File: src/rtl/adc_seq_pkg.sv
// Shared types and constants for the ADC conversion timing sequencer.
// Assumes a counter width that can hold the longest phase length.
package adc_seq_pkg;
    typedef enum logic [1:0] {
        ST_IDLE = 2'd0,
        ST_STAB = 2'd1,
        ST_CONV = 2'd2
    } seq_state_t;

    localparam logic [2:0] SEL_RSVD  = 3'b110;
    localparam int         MAX_LEN   = 168;

    localparam logic [1:0] EDGE_NONE = 2'b00;
    localparam logic [1:0] EDGE_FALL = 2'b01;
    localparam logic [1:0] EDGE_RISE = 2'b10;
    localparam logic [1:0] EDGE_BOTH = 2'b11;
endpackage

File: src/rtl/adc_trig_sync.sv
// Synchronises the external trigger pin and turns the selected edges into
// one-cycle start pulses. Assumes the pin is low while reset is applied.
module adc_trig_sync #(
    parameter int STAGES = 2
) (
    input  logic       clk,
    input  logic       rst_n,
    input  logic       pin_i,
    input  logic [1:0] edge_sel_i,
    output logic       pulse_o
);
    import adc_seq_pkg::*;

    logic [STAGES-1:0] chain_q;
    logic              last_q;
    logic              rise_w;
    logic              fall_w;

    // Shift the pin through the synchroniser and keep the previous level.
    always_ff @(posedge clk) begin
        if (!rst_n) begin
            chain_q <= '0;
            last_q  <= 1'b0;
        end else begin
            chain_q <= {chain_q[STAGES-2:0], pin_i};
            last_q  <= chain_q[STAGES-1];
        end
    end

    assign rise_w = chain_q[STAGES-1] & ~last_q;
    assign fall_w = ~chain_q[STAGES-1] & last_q;

    // Choose which synchronised edges count as a start.
    always_comb begin
        case (edge_sel_i)
            EDGE_FALL: pulse_o = fall_w;
            EDGE_RISE: pulse_o = rise_w;
            EDGE_BOTH: pulse_o = rise_w | fall_w;
            default:   pulse_o = 1'b0;
        endcase
    end
endmodule

File: src/rtl/adc_len_decode.sv
// Maps a time-select code to its conversion and settling cycle counts.
// The reserved code returns zero lengths. The caller must refuse it.
module adc_len_decode #(
    parameter int CNT_W = 8
) (
    input  logic [2:0]       sel_i,
    output logic [CNT_W-1:0] conv_len_o,
    output logic [CNT_W-1:0] stab_len_o
);
    // Look up the length pair for the code.
    always_comb begin
        case (sel_i)
            3'b000:  begin conv_len_o = CNT_W'(168); stab_len_o = CNT_W'(64); end
            3'b001:  begin conv_len_o = CNT_W'(120); stab_len_o = CNT_W'(60); end
            3'b010:  begin conv_len_o = CNT_W'(84);  stab_len_o = CNT_W'(42); end
            3'b011:  begin conv_len_o = CNT_W'(60);  stab_len_o = CNT_W'(30); end
            3'b100:  begin conv_len_o = CNT_W'(48);  stab_len_o = CNT_W'(24); end
            3'b101:  begin conv_len_o = CNT_W'(36);  stab_len_o = CNT_W'(18); end
            3'b111:  begin conv_len_o = CNT_W'(12);  stab_len_o = CNT_W'(6);  end
            default: begin conv_len_o = '0;          stab_len_o = '0;         end
        endcase
    end
endmodule

File: src/rtl/adc_phase_fsm.sv
// Runs the idle / settling / conversion phases using a single down-counter.
// It latches the select code at the start and gates comparator power by
// mode while idle. Assumes the length inputs follow lookup_sel_o.
module adc_phase_fsm #(
    parameter int CNT_W = 8
) (
    input  logic             clk,
    input  logic             rst_n,
    input  logic             enable_i,
    input  logic             start_i,
    input  logic             pwr_save_i,
    input  logic [2:0]       sel_i,
    input  logic [CNT_W-1:0] conv_len_i,
    input  logic [CNT_W-1:0] stab_len_i,
    output logic [2:0]       lookup_sel_o,
    output logic             comp_en_o,
    output logic             conv_win_o,
    output logic             done_o,
    output logic             sel_err_o
);
    import adc_seq_pkg::*;

    seq_state_t       state_q;
    logic [CNT_W-1:0] cnt_q;
    logic [2:0]       sel_q;
    logic             done_q;
    logic             err_q;
    logic             rsvd_w;

    assign rsvd_w = (sel_i == SEL_RSVD);

    // Look up the live code while idle and the latched code while busy.
    assign lookup_sel_o = (state_q == ST_IDLE) ? sel_i : sel_q;

    // Phase sequencing, counting down, and the done pulse.
    always_ff @(posedge clk) begin
        if (!rst_n) begin
            state_q <= ST_IDLE;
            cnt_q   <= '0;
            sel_q   <= '0;
            done_q  <= 1'b0;
        end else begin
            done_q <= 1'b0;
            if (!enable_i) begin
                state_q <= ST_IDLE;
                cnt_q   <= '0;
            end else begin
                case (state_q)
                    ST_IDLE: begin
                        if (start_i && !rsvd_w) begin
                            sel_q <= sel_i;
                            if (pwr_save_i) begin
                                state_q <= ST_STAB;
                                cnt_q   <= stab_len_i - 1'b1;
                            end else begin
                                state_q <= ST_CONV;
                                cnt_q   <= conv_len_i - 1'b1;
                            end
                        end
                    end
                    ST_STAB: begin
                        if (cnt_q == '0) begin
                            state_q <= ST_CONV;
                            cnt_q   <= conv_len_i - 1'b1;
                        end else begin
                            cnt_q <= cnt_q - 1'b1;
                        end
                    end
                    ST_CONV: begin
                        if (cnt_q == '0) begin
                            state_q <= ST_IDLE;
                            done_q  <= 1'b1;
                        end else begin
                            cnt_q <= cnt_q - 1'b1;
                        end
                    end
                    default: state_q <= ST_IDLE;
                endcase
            end
        end
    end

    // Register the reserved-code flag.
    always_ff @(posedge clk) begin
        if (!rst_n) err_q <= 1'b0;
        else        err_q <= rsvd_w;
    end

    assign comp_en_o  = (state_q == ST_IDLE) ? ~pwr_save_i : 1'b1;
    assign conv_win_o = (state_q == ST_CONV);
    assign done_o     = done_q;
    assign sel_err_o  = err_q;


    cnt_range_chk: assert property (@(posedge clk) disable iff (!rst_n)
        cnt_q <= CNT_W'(MAX_LEN - 1));


    done_single_chk: assert property (@(posedge clk) disable iff (!rst_n)
        done_q |=> !done_q);


    done_after_conv_chk: assert property (@(posedge clk) disable iff (!rst_n)
        $rose(done_q) |-> ($past(state_q) == ST_CONV && state_q == ST_IDLE));


    rsvd_no_start_chk: assert property (@(posedge clk) disable iff (!rst_n)
        (state_q == ST_IDLE && rsvd_w) |=> state_q == ST_IDLE);


    abort_idle_chk: assert property (@(posedge clk) disable iff (!rst_n)
        !enable_i |=> (state_q == ST_IDLE && !done_q));
endmodule

File: src/rtl/adc_seq_top.sv
// Top of the ADC conversion timing sequencer. Combines the trigger
// synchroniser, the length decoder and the phase controller. Assumes a
// single clock and a synchronous active-low reset.
module adc_seq_top #(
    parameter int CNT_W       = 8,
    parameter int SYNC_STAGES = 2
) (
    input  logic       clk,
    input  logic       rst_n,
    input  logic       enable,
    input  logic       sw_start,
    input  logic [2:0] time_sel,
    input  logic       pwr_save,
    input  logic [1:0] edge_sel,
    input  logic       ext_trig,
    output logic       comp_en,
    output logic       conv_win,
    output logic       done,
    output logic       sel_err
);
    logic             trig_pulse;
    logic [2:0]       lookup_sel;
    logic [CNT_W-1:0] conv_len;
    logic [CNT_W-1:0] stab_len;
    logic             start_req;

    adc_trig_sync #(.STAGES(SYNC_STAGES)) i_sync (
        .clk        (clk),
        .rst_n      (rst_n),
        .pin_i      (ext_trig),
        .edge_sel_i (edge_sel),
        .pulse_o    (trig_pulse)
    );

    adc_len_decode #(.CNT_W(CNT_W)) i_dec (
        .sel_i      (lookup_sel),
        .conv_len_o (conv_len),
        .stab_len_o (stab_len)
    );

    assign start_req = sw_start | trig_pulse;

    adc_phase_fsm #(.CNT_W(CNT_W)) i_fsm (
        .clk          (clk),
        .rst_n        (rst_n),
        .enable_i     (enable),
        .start_i      (start_req),
        .pwr_save_i   (pwr_save),
        .sel_i        (time_sel),
        .conv_len_i   (conv_len),
        .stab_len_i   (stab_len),
        .lookup_sel_o (lookup_sel),
        .comp_en_o    (comp_en),
        .conv_win_o   (conv_win),
        .done_o       (done),
        .sel_err_o    (sel_err)
    );
endmodule

File: config.mk
export PLATFORM = sky130hd
export DESIGN_NAME = adc_seq_top
export DESIGN_NICKNAME = d
export VERILOG_FILES = /design/src/rtl/adc_seq_pkg.sv /design/src/rtl/adc_trig_sync.sv /design/src/rtl/adc_len_decode.sv /design/src/rtl/adc_phase_fsm.sv /design/src/rtl/adc_seq_top.sv
export SDC_FILE = /design/constraint.sdc
export NUM_CORES = 1
export LEC_CHECK = 0
export ABC_AREA = 1
export BUFFER_PORTS_ARGS = -buffer_cell sky130_fd_sc_hd__buf_2
export CAP_MARGIN = 20
export CORE_MARGIN = 10
export CORE_UTILIZATION = 42
export CTS_BUF_LIST = sky130_fd_sc_hd__clkbuf_4
export CTS_CLUSTER_DIAMETER = 80
export DETAILED_ROUTE_END_ITERATION = 8
export SYNTH_ARGS = -nofsm -noshare
export SYNTH_HDL_FRONTEND = slang
export SYNTH_SLANG_ARGS = --single-unit
File: constraint.sdc
create_clock -name clk -period 2.3 [get_ports clk]
set_clock_uncertainty 0.15 [all_clocks]
set_input_delay 0.345 -clock clk [delete_from_list [all_inputs] [get_ports clk]]
set_output_delay 0.345 -clock clk [all_outputs]
set_load 0.02 [all_outputs]
# After elaboration in Yosys (flattened, before gate mapping)
# Index checks and enable logic that the tools add are counted.
[word_totals]
ff_bits = 18
input_bits = 11
output_inout_bits = 4
wordCells = 60
[op_classes]
addsub = 3
eq_ne = 16
mux = 16
n_bitwise = 7
n_reduce_logical = 11
[ops]
columns = ["operator", "count"]
rows = [
  ["$pmux W8 S7", 1],
  ["$pmux W7 S7", 1],
  ["$mux W8", 4],
  ["$pmux W8 S3", 1],
  ["$sub A8 B1 Y8 const B", 2],
  ["$eq A3 B3 Y1 const B", 4],
  ["$reduce_and A3 Y1", 4],
  ["$logic_not A8 Y1", 1],
  ["$mux W2", 4],
  ["$sub A7 B1 Y8 const B", 1],
  ["$eq A2 B2 Y1 const B", 3],
  ["$eq A3 B2 Y1 const B", 2],
  ["$pmux W2 S3", 1],
  ["$eq A2 B1 Y1 const B", 2],
  ["$ne A2 B1 Y1 const B", 2],
  ["$ne A2 B2 Y1 const B", 2],
  ["$eq A3 B1 Y1 const B", 1],
  ["$logic_not A3 Y1", 1],
  ["$mux W3", 1],
  ["$not A1 Y1", 3],
  ["$pmux W1 S3", 1],
  ["$reduce_bool A3 Y1", 1],
  ["$and A1 B1 Y1", 2],
  ["$logic_not A2 Y1", 1],
  ["5 further kinds", 7],
]

# Logic depth before layout (Yosys ltp)
[logic_depth]
depth_word = 8
mapped_depth = 17
mapped_depth_nobuf = 16

# By module
# Synthesis repeated with hierarchy kept, for this count alone.
[unflattened]
cells_unflattened = 309
hier_area_um2 = 1779.2
[by_module_without_submodules]
columns = ["module", "instances", "cells_per_inst", "area_per_inst_um2"]
rows = [
  ["adc_phase_fsm", 1, 258, 1477.7],
  ["adc_trig_sync", 1, 20, 146.4],
  ["adc_len_decode", 1, 28, 143.9],
  ["adc_seq_top", 1, 3, 11.3],
]

# Worst setup path before layout
# Ideal clock, no wire load.
[synth_timing]
path_type = "flip-flop to flip-flop"
from = "reg i_fsm.state_q[0]"
to = "reg i_fsm.cnt_q[7]"
t_arrival_ns = 1.747
t_required_ns = 2.080
path_slack_ns = 0.333
stages_incl_launch_ff = 18
path_buffers = 1
period_less_slack_ns = 1.967
path_cell_list = "dfxtp_1 > inv_1 > ha_1 > buf_6 > inv_4 > nand2_2 > nand2_4 > nor2_4 > nor2_1 > ha_1 > inv_1 > nor2_1 > nand2_1 > nand2_1 > a21oi_1 > nor2_1 > nand2_1 > a21oi_1"
[synth_between]
elab_chain_len = 8
word_cells_on_any_way = 23
[synth_rtl]
columns = ["element", "line", "source"]
rows = [
  ["start, declared", "adc_phase_fsm.sv:23", "seq_state_t state_q;"],
  ["start signal, assigned", "adc_phase_fsm.sv:38", "state_q <= ST_IDLE;"],
  ["start signal, assigned", "adc_phase_fsm.sv:45", "state_q <= ST_IDLE;"],
  ["start signal, assigned", "adc_phase_fsm.sv:53", "state_q <= ST_STAB;"],
  ["$logic_not A2 Y1", "adc_phase_fsm.sv:33, adc_phase_fsm.sv:48", ""],
  ["$mux W3", "adc_phase_fsm.sv:33", "assign lookup_sel_o = (state_q == ST_IDLE) ? sel_i : sel_q;"],
  ["$eq A3 B3 Y1 (tied with other cells)", "adc_len_decode.sv:12", "case (sel_i)"],
  ["$pmux W8 S7 or $pmux W7 S7 (tied branches)", "adc_len_decode.sv:12", ""],
  ["$sub A8 B1 Y8 or $sub A7 B1 Y8 (tied branches)", "adc_phase_fsm.sv:57, adc_phase_fsm.sv:64, adc_phase_fsm.sv:54", ""],
  ["$mux W8", "adc_phase_fsm.sv:52", "if (pwr_save_i) begin"],
  ["$mux W8", "adc_phase_fsm.sv:50", "if (start_i && !rsvd_w) begin"],
  ["$pmux W8 S3", "adc_phase_fsm.sv:48", "case (state_q)"],
  ["end signal, assigned", "adc_phase_fsm.sv:54", "cnt_q <= stab_len_i - 1'b1;"],
  ["end signal, assigned", "adc_phase_fsm.sv:57", "cnt_q <= conv_len_i - 1'b1;"],
  ["end signal, assigned", "adc_phase_fsm.sv:64", "cnt_q <= conv_len_i - 1'b1;"],
  ["end, declared", "adc_phase_fsm.sv:24", "logic [CNT_W-1:0] cnt_q;"],
]
# Several ways; a longest one is shown, not always the timed one. The select of a mux whose other input is x is not followed.
# A chain may end at the register's enable or synchronous reset.

# Worst setup path in the final report
[layout_timing]
from = "reg i_fsm.state_q[1]"
to = "reg i_fsm.cnt_q[3]"
# The elaborated chain is that of the path after synthesis.

==> flow_metrics.py <==
metrics = {
    "drt": {
        "via_count": 1463,
        "routed_wl_mm": 3.519,
        "drt_first_pass_iters": 4,
        "route.detailed.vias_per_inst": 4.781,
        "initialDrtViolationCount": 70,
        "post-route-drc-count": 0,
        "route.antenna.remaining_nets": 0,
        "wl_per_cell_um": 11.50,
    },
    "critical_path": {
        "critPathKind": "reg -> reg",
        "timing.critical_path.required_ns": 2.41,
        "critical_path.n_buffers_inverters": 3,
        "r2r_start": "i_fsm.state_q[1]$_SDFFE_PN0P_",
        "critical_path.top_delay_family": "simple AND/OR/NAND/NOR gates",
        "critical_path.startpoint": "i_fsm.state_q[1]$_SDFFE_PN0P_",
        "worst_setup_path_end_kind": "register",
        "crit_path_frequent_cell": "nand2_1",
        "worst-path-max-fanout": 6,
        "max_stage_delay_on_crit_path_ns": 0.35,
        "critical_path.slowest_cell": "dfxtp_2",
        "start_kind": "register",
        "critical_path.cell_chain": "inv_1 > ha_4 > inv_4 > nand2_1 > nand2_2 > nand2_1 > nand2_2 > ha_1 > inv_1 > nand2_1 > nand3_1 > nand3_1 > nand3_1 > nand2_1 > a21oi_2",
        "timing.critical_path.arrival_ns": 2.21,
    },
    "floorplan": {
        "initial_utilization_pct": 43.64,
        "die-height_um": 79.12,
        "die_area_sq_um": 6259,
        "pin_count": 15,
        "design.core.area_sq_um": 3363,
        "fp.dieW_um": 79.12,
        "floorplan.rows": 21,
    },
    "synth": {
        "synth_area_leaders": "dfxtp_1, nand2_1, inv_1",
        "synth.yosys.seq_area_share_pct": 24.55,
        "muxShareOfSynthArea_pct": 0,
        "fraction_of_the_mapped_netlist_area_in_adder_cells_pct": 6.820,
        "synthMostInstantiatedCell": "nand2_1",
        "synth_compound_gate_area_share_pct": 10.83,
        "top_cell_type_s_share_of_synthesized_area_pct": 24.55,
        "syn_area_per_cell_sq_um": 6.090,
        "postSynthNetCount": 260,
        "synth_commonest_cells": "nand2_1, inv_1, nor2_1, dfxtp_1, nand3_1",
        "yosys_register_bits": 18,
        "yosysWarningCount": 0,
        "syn_inst": 241,
        "syn-cell-area_sq_um": 1468,
        "synth_top_family_by_area": "simple AND/OR/NAND/NOR gates",
        "synth_xor_area_share_pct": 1.194,
        "post_synth_and_or_nand_nor_area_fraction_pct": 45.44,
        "synth_flop_cell": "dfxtp_1",
        "synth_area_leader_cell": "dfxtp_1",
        "post_synth_num_cell_types": 24,
        "synth_edf_count": 0,
        "async_set_or_reset_register_ratio_after_synthesis_pct": 0,
    },
    "cells_and_area": {
        "design.final.nets": 280,
        "drive_gt1_share_pct": 18.85,
        "final.fill_count": 390,
        "design_area_sq_um": 1637,
        "antenna_cells": 0,
        "layout-area-overhead-vs-synth_pct": 11.51,
    },
    "timing": {
        "min_period_over_period_pct": 91.41,
        "finalSetupTns_ns": 0,
        "worst-slew-pin-transition_ns": 0.4601,
        "slew_headroom_pct": 69.00,
        "hold_viol": 0,
        "setup_ws_ns": 0.1976,
        "report.final.setup_viol": 0,
        "timing.fmax_ghz": 0.4756,
        "fin_crit_ns": 2.102,
        "timing.final.max_slew_violations": 0,
    },
    "grt": {
        "globalRouteOverflowTotal": 0,
        "first_global_vias": 1392,
        "grt_first_pass_wirelength_mm": 6.251,
        "global_route.usage.total_pct": 12.00,
        "pin_count_of_the_biggest_net_entering_global_routing": 11,
        "number_of_antenna_violations_at_the_first_check_in_global_routing": 0,
    },
    "cts": {
        "h_tree_depth_reported_by_cts": 1,
        "cts_hold_repair.buffers": 0,
        "tritoncts": "built",
        "clk_pin_slew_ns": 0.11,
        "clock_insertion_delay_worst_skew_ns": 0.31,
        "cts_root_buf": "clkbuf_4",
        "cts.path.max_buffers": 2,
        "cts.sinks": 18,
        "numCtsBuffers": 3,
    },
    "worst_hold_path": {
        "min_path_type": "in -> reg",
        "timing.hold.worst.start": "ext_trig",
    },
    "placed_design": {
        "postPlaceCellArea_sq_um": 1592,
        "routabilityCongestion": 0.8524,
        "place_worst_setup_slack_ns": 0.02538,
        "detailedPlacementHpwl_mm": 2.760,
        "placement.io_buffers": 14,
    },
    "power_and_ir_drop": {
        "power_density_of_the_placed_cells_nw_per_um2": 715.5,
        "power.ir.vdd_worst_uv": 324.2,
        "p_leak_nw": 0.8682,
    },
    "outcome": {
        "status": "completed",
    },
    "flow_run": {
        "drv_cap": 0,
    },
}
-- layout make-up --
type                            count  area (sq um)  area share, %
Sequential cell                    18         361.6          22.09
Tap cell                           46         57.56          3.517
Clock buffer                        3         22.52          1.376
Clock inverter                      1         3.754         0.2294
Inverter                           40         152.6          9.327
Timing Repair Buffer               16         82.58          5.046
Multi-Input combinational cell    182         955.9          58.41
-- worst register-to-register path, delay by kind of cell (launching register included) --
family                     cells  cell delay (ns)
DFF                            1             0.35
AOI/OAI and AO/OA              1             0.11
buffers and inverters          3             0.29
adders and majority gates      2             0.42
and+or+nand+nor                9             0.76
-- state kept, by name, indices dropped and copies added, names as in the netlist --
signal	count
i_fsm.done_o	1
i_fsm.sel_q	3
i_fsm.cnt_q	8
i_fsm.sel_err_o	1
i_sync.chain_q	2
i_sync.last_q	1
i_fsm.state_q	2
-- per-layer routing --
| layer | track usage, % | wire length [um] |
|---|---|---|
| met2 | 19.41 | 1635 |
| met1 | 15.18 | 1692 |
| met3 | 1.914 | 127 |
| met5 | 0 | 0 |
| met4 | 5.556 | 63 |
-- path summary, 6_finish.rpt --
check / end / slack (ns) / cells past startpoint
hold / removal: i_sync.chain_q[0]$_SDFF_PN0_ / 0.06 / 3
hold reg to reg: i_sync.chain_q[1]$_SDFF_PN0_ / 0.27 / 2
setup reg to reg: i_fsm.cnt_q[3]$_SDFFE_PN0P_ / 0.20 / 15
setup / recovery: i_fsm.cnt_q[3]$_SDFFE_PN0P_ / 0.20 / 15
-- cells by family after synthesis --
family / Yosys count
AOI/OAI and AO/OA: 30
DFF: 18
and+or+nand+nor: 142
adders and majority gates: 8
buffers and inverters: 41
xor gates and xnor gates: 2
-- where the power goes --
| group | internal (mW) | total, mW | switching, mW | leakage, nW |
|---|---|---|---|---|
| registers | 0.340 | 0.358 | 0.0175 | 0.148 |
| logic | 0.216 | 0.637 | 0.421 | 0.705 |
| clock network | 0.0636 | 0.176 | 0.112 | 0.0154 |
| total | 0.620 | 1.17 | 0.550 | 0.868 |
-- cell usage in the layout (no fill, tap or decap) --
cell	netlist	final
nand3_2	2	2
o211ai_1	2	2
a21oi_1	13	13
buf_4	0	1
nand2_8	1	1
inv_2	6	6
nand3b_1	1	1
dfxtp_2	0	1
nand3_1	17	17
o21ai_1	1	1
inv_1	32	32
buf_2	0	14
clkbuf_2	0	1
inv_4	1	1
nor2_4	2	2
nand2_2	8	8
nor2_2	3	3
a21oi_2	1	1
nor2_1	26	26
xor2_1	2	2
ha_1	8	7
nand2_1	75	75
ha_4	0	1
dfxtp_1	18	17
o21ai_0	13	13
nand4_1	3	3
clkinv_1	1	2
clkbuf_4	0	3
nand2_4	4	4
-- stage by stage --
stage	hold WS, ns	instances	power [mW]	util, %
final	0.06113	306	1.171	48.66
after global placement	0.2447	301	0.9809	47.32
after floorplan	0.2400	241	0.8520	-
after global routing	0.05285	306	1.295	48.66
after CTS	0.05971	305	1.160	48.10
after detailed placement	0.2508	301	0.9809	47.32
-- repair_timing --
item / 4_1_cts / 5_1_grt
endpoints found under the setup margin: 0 / 3
gates resized for setup: 0 / 3
buffers inserted: 0 / 1
(Power assumes the default switching activity.)
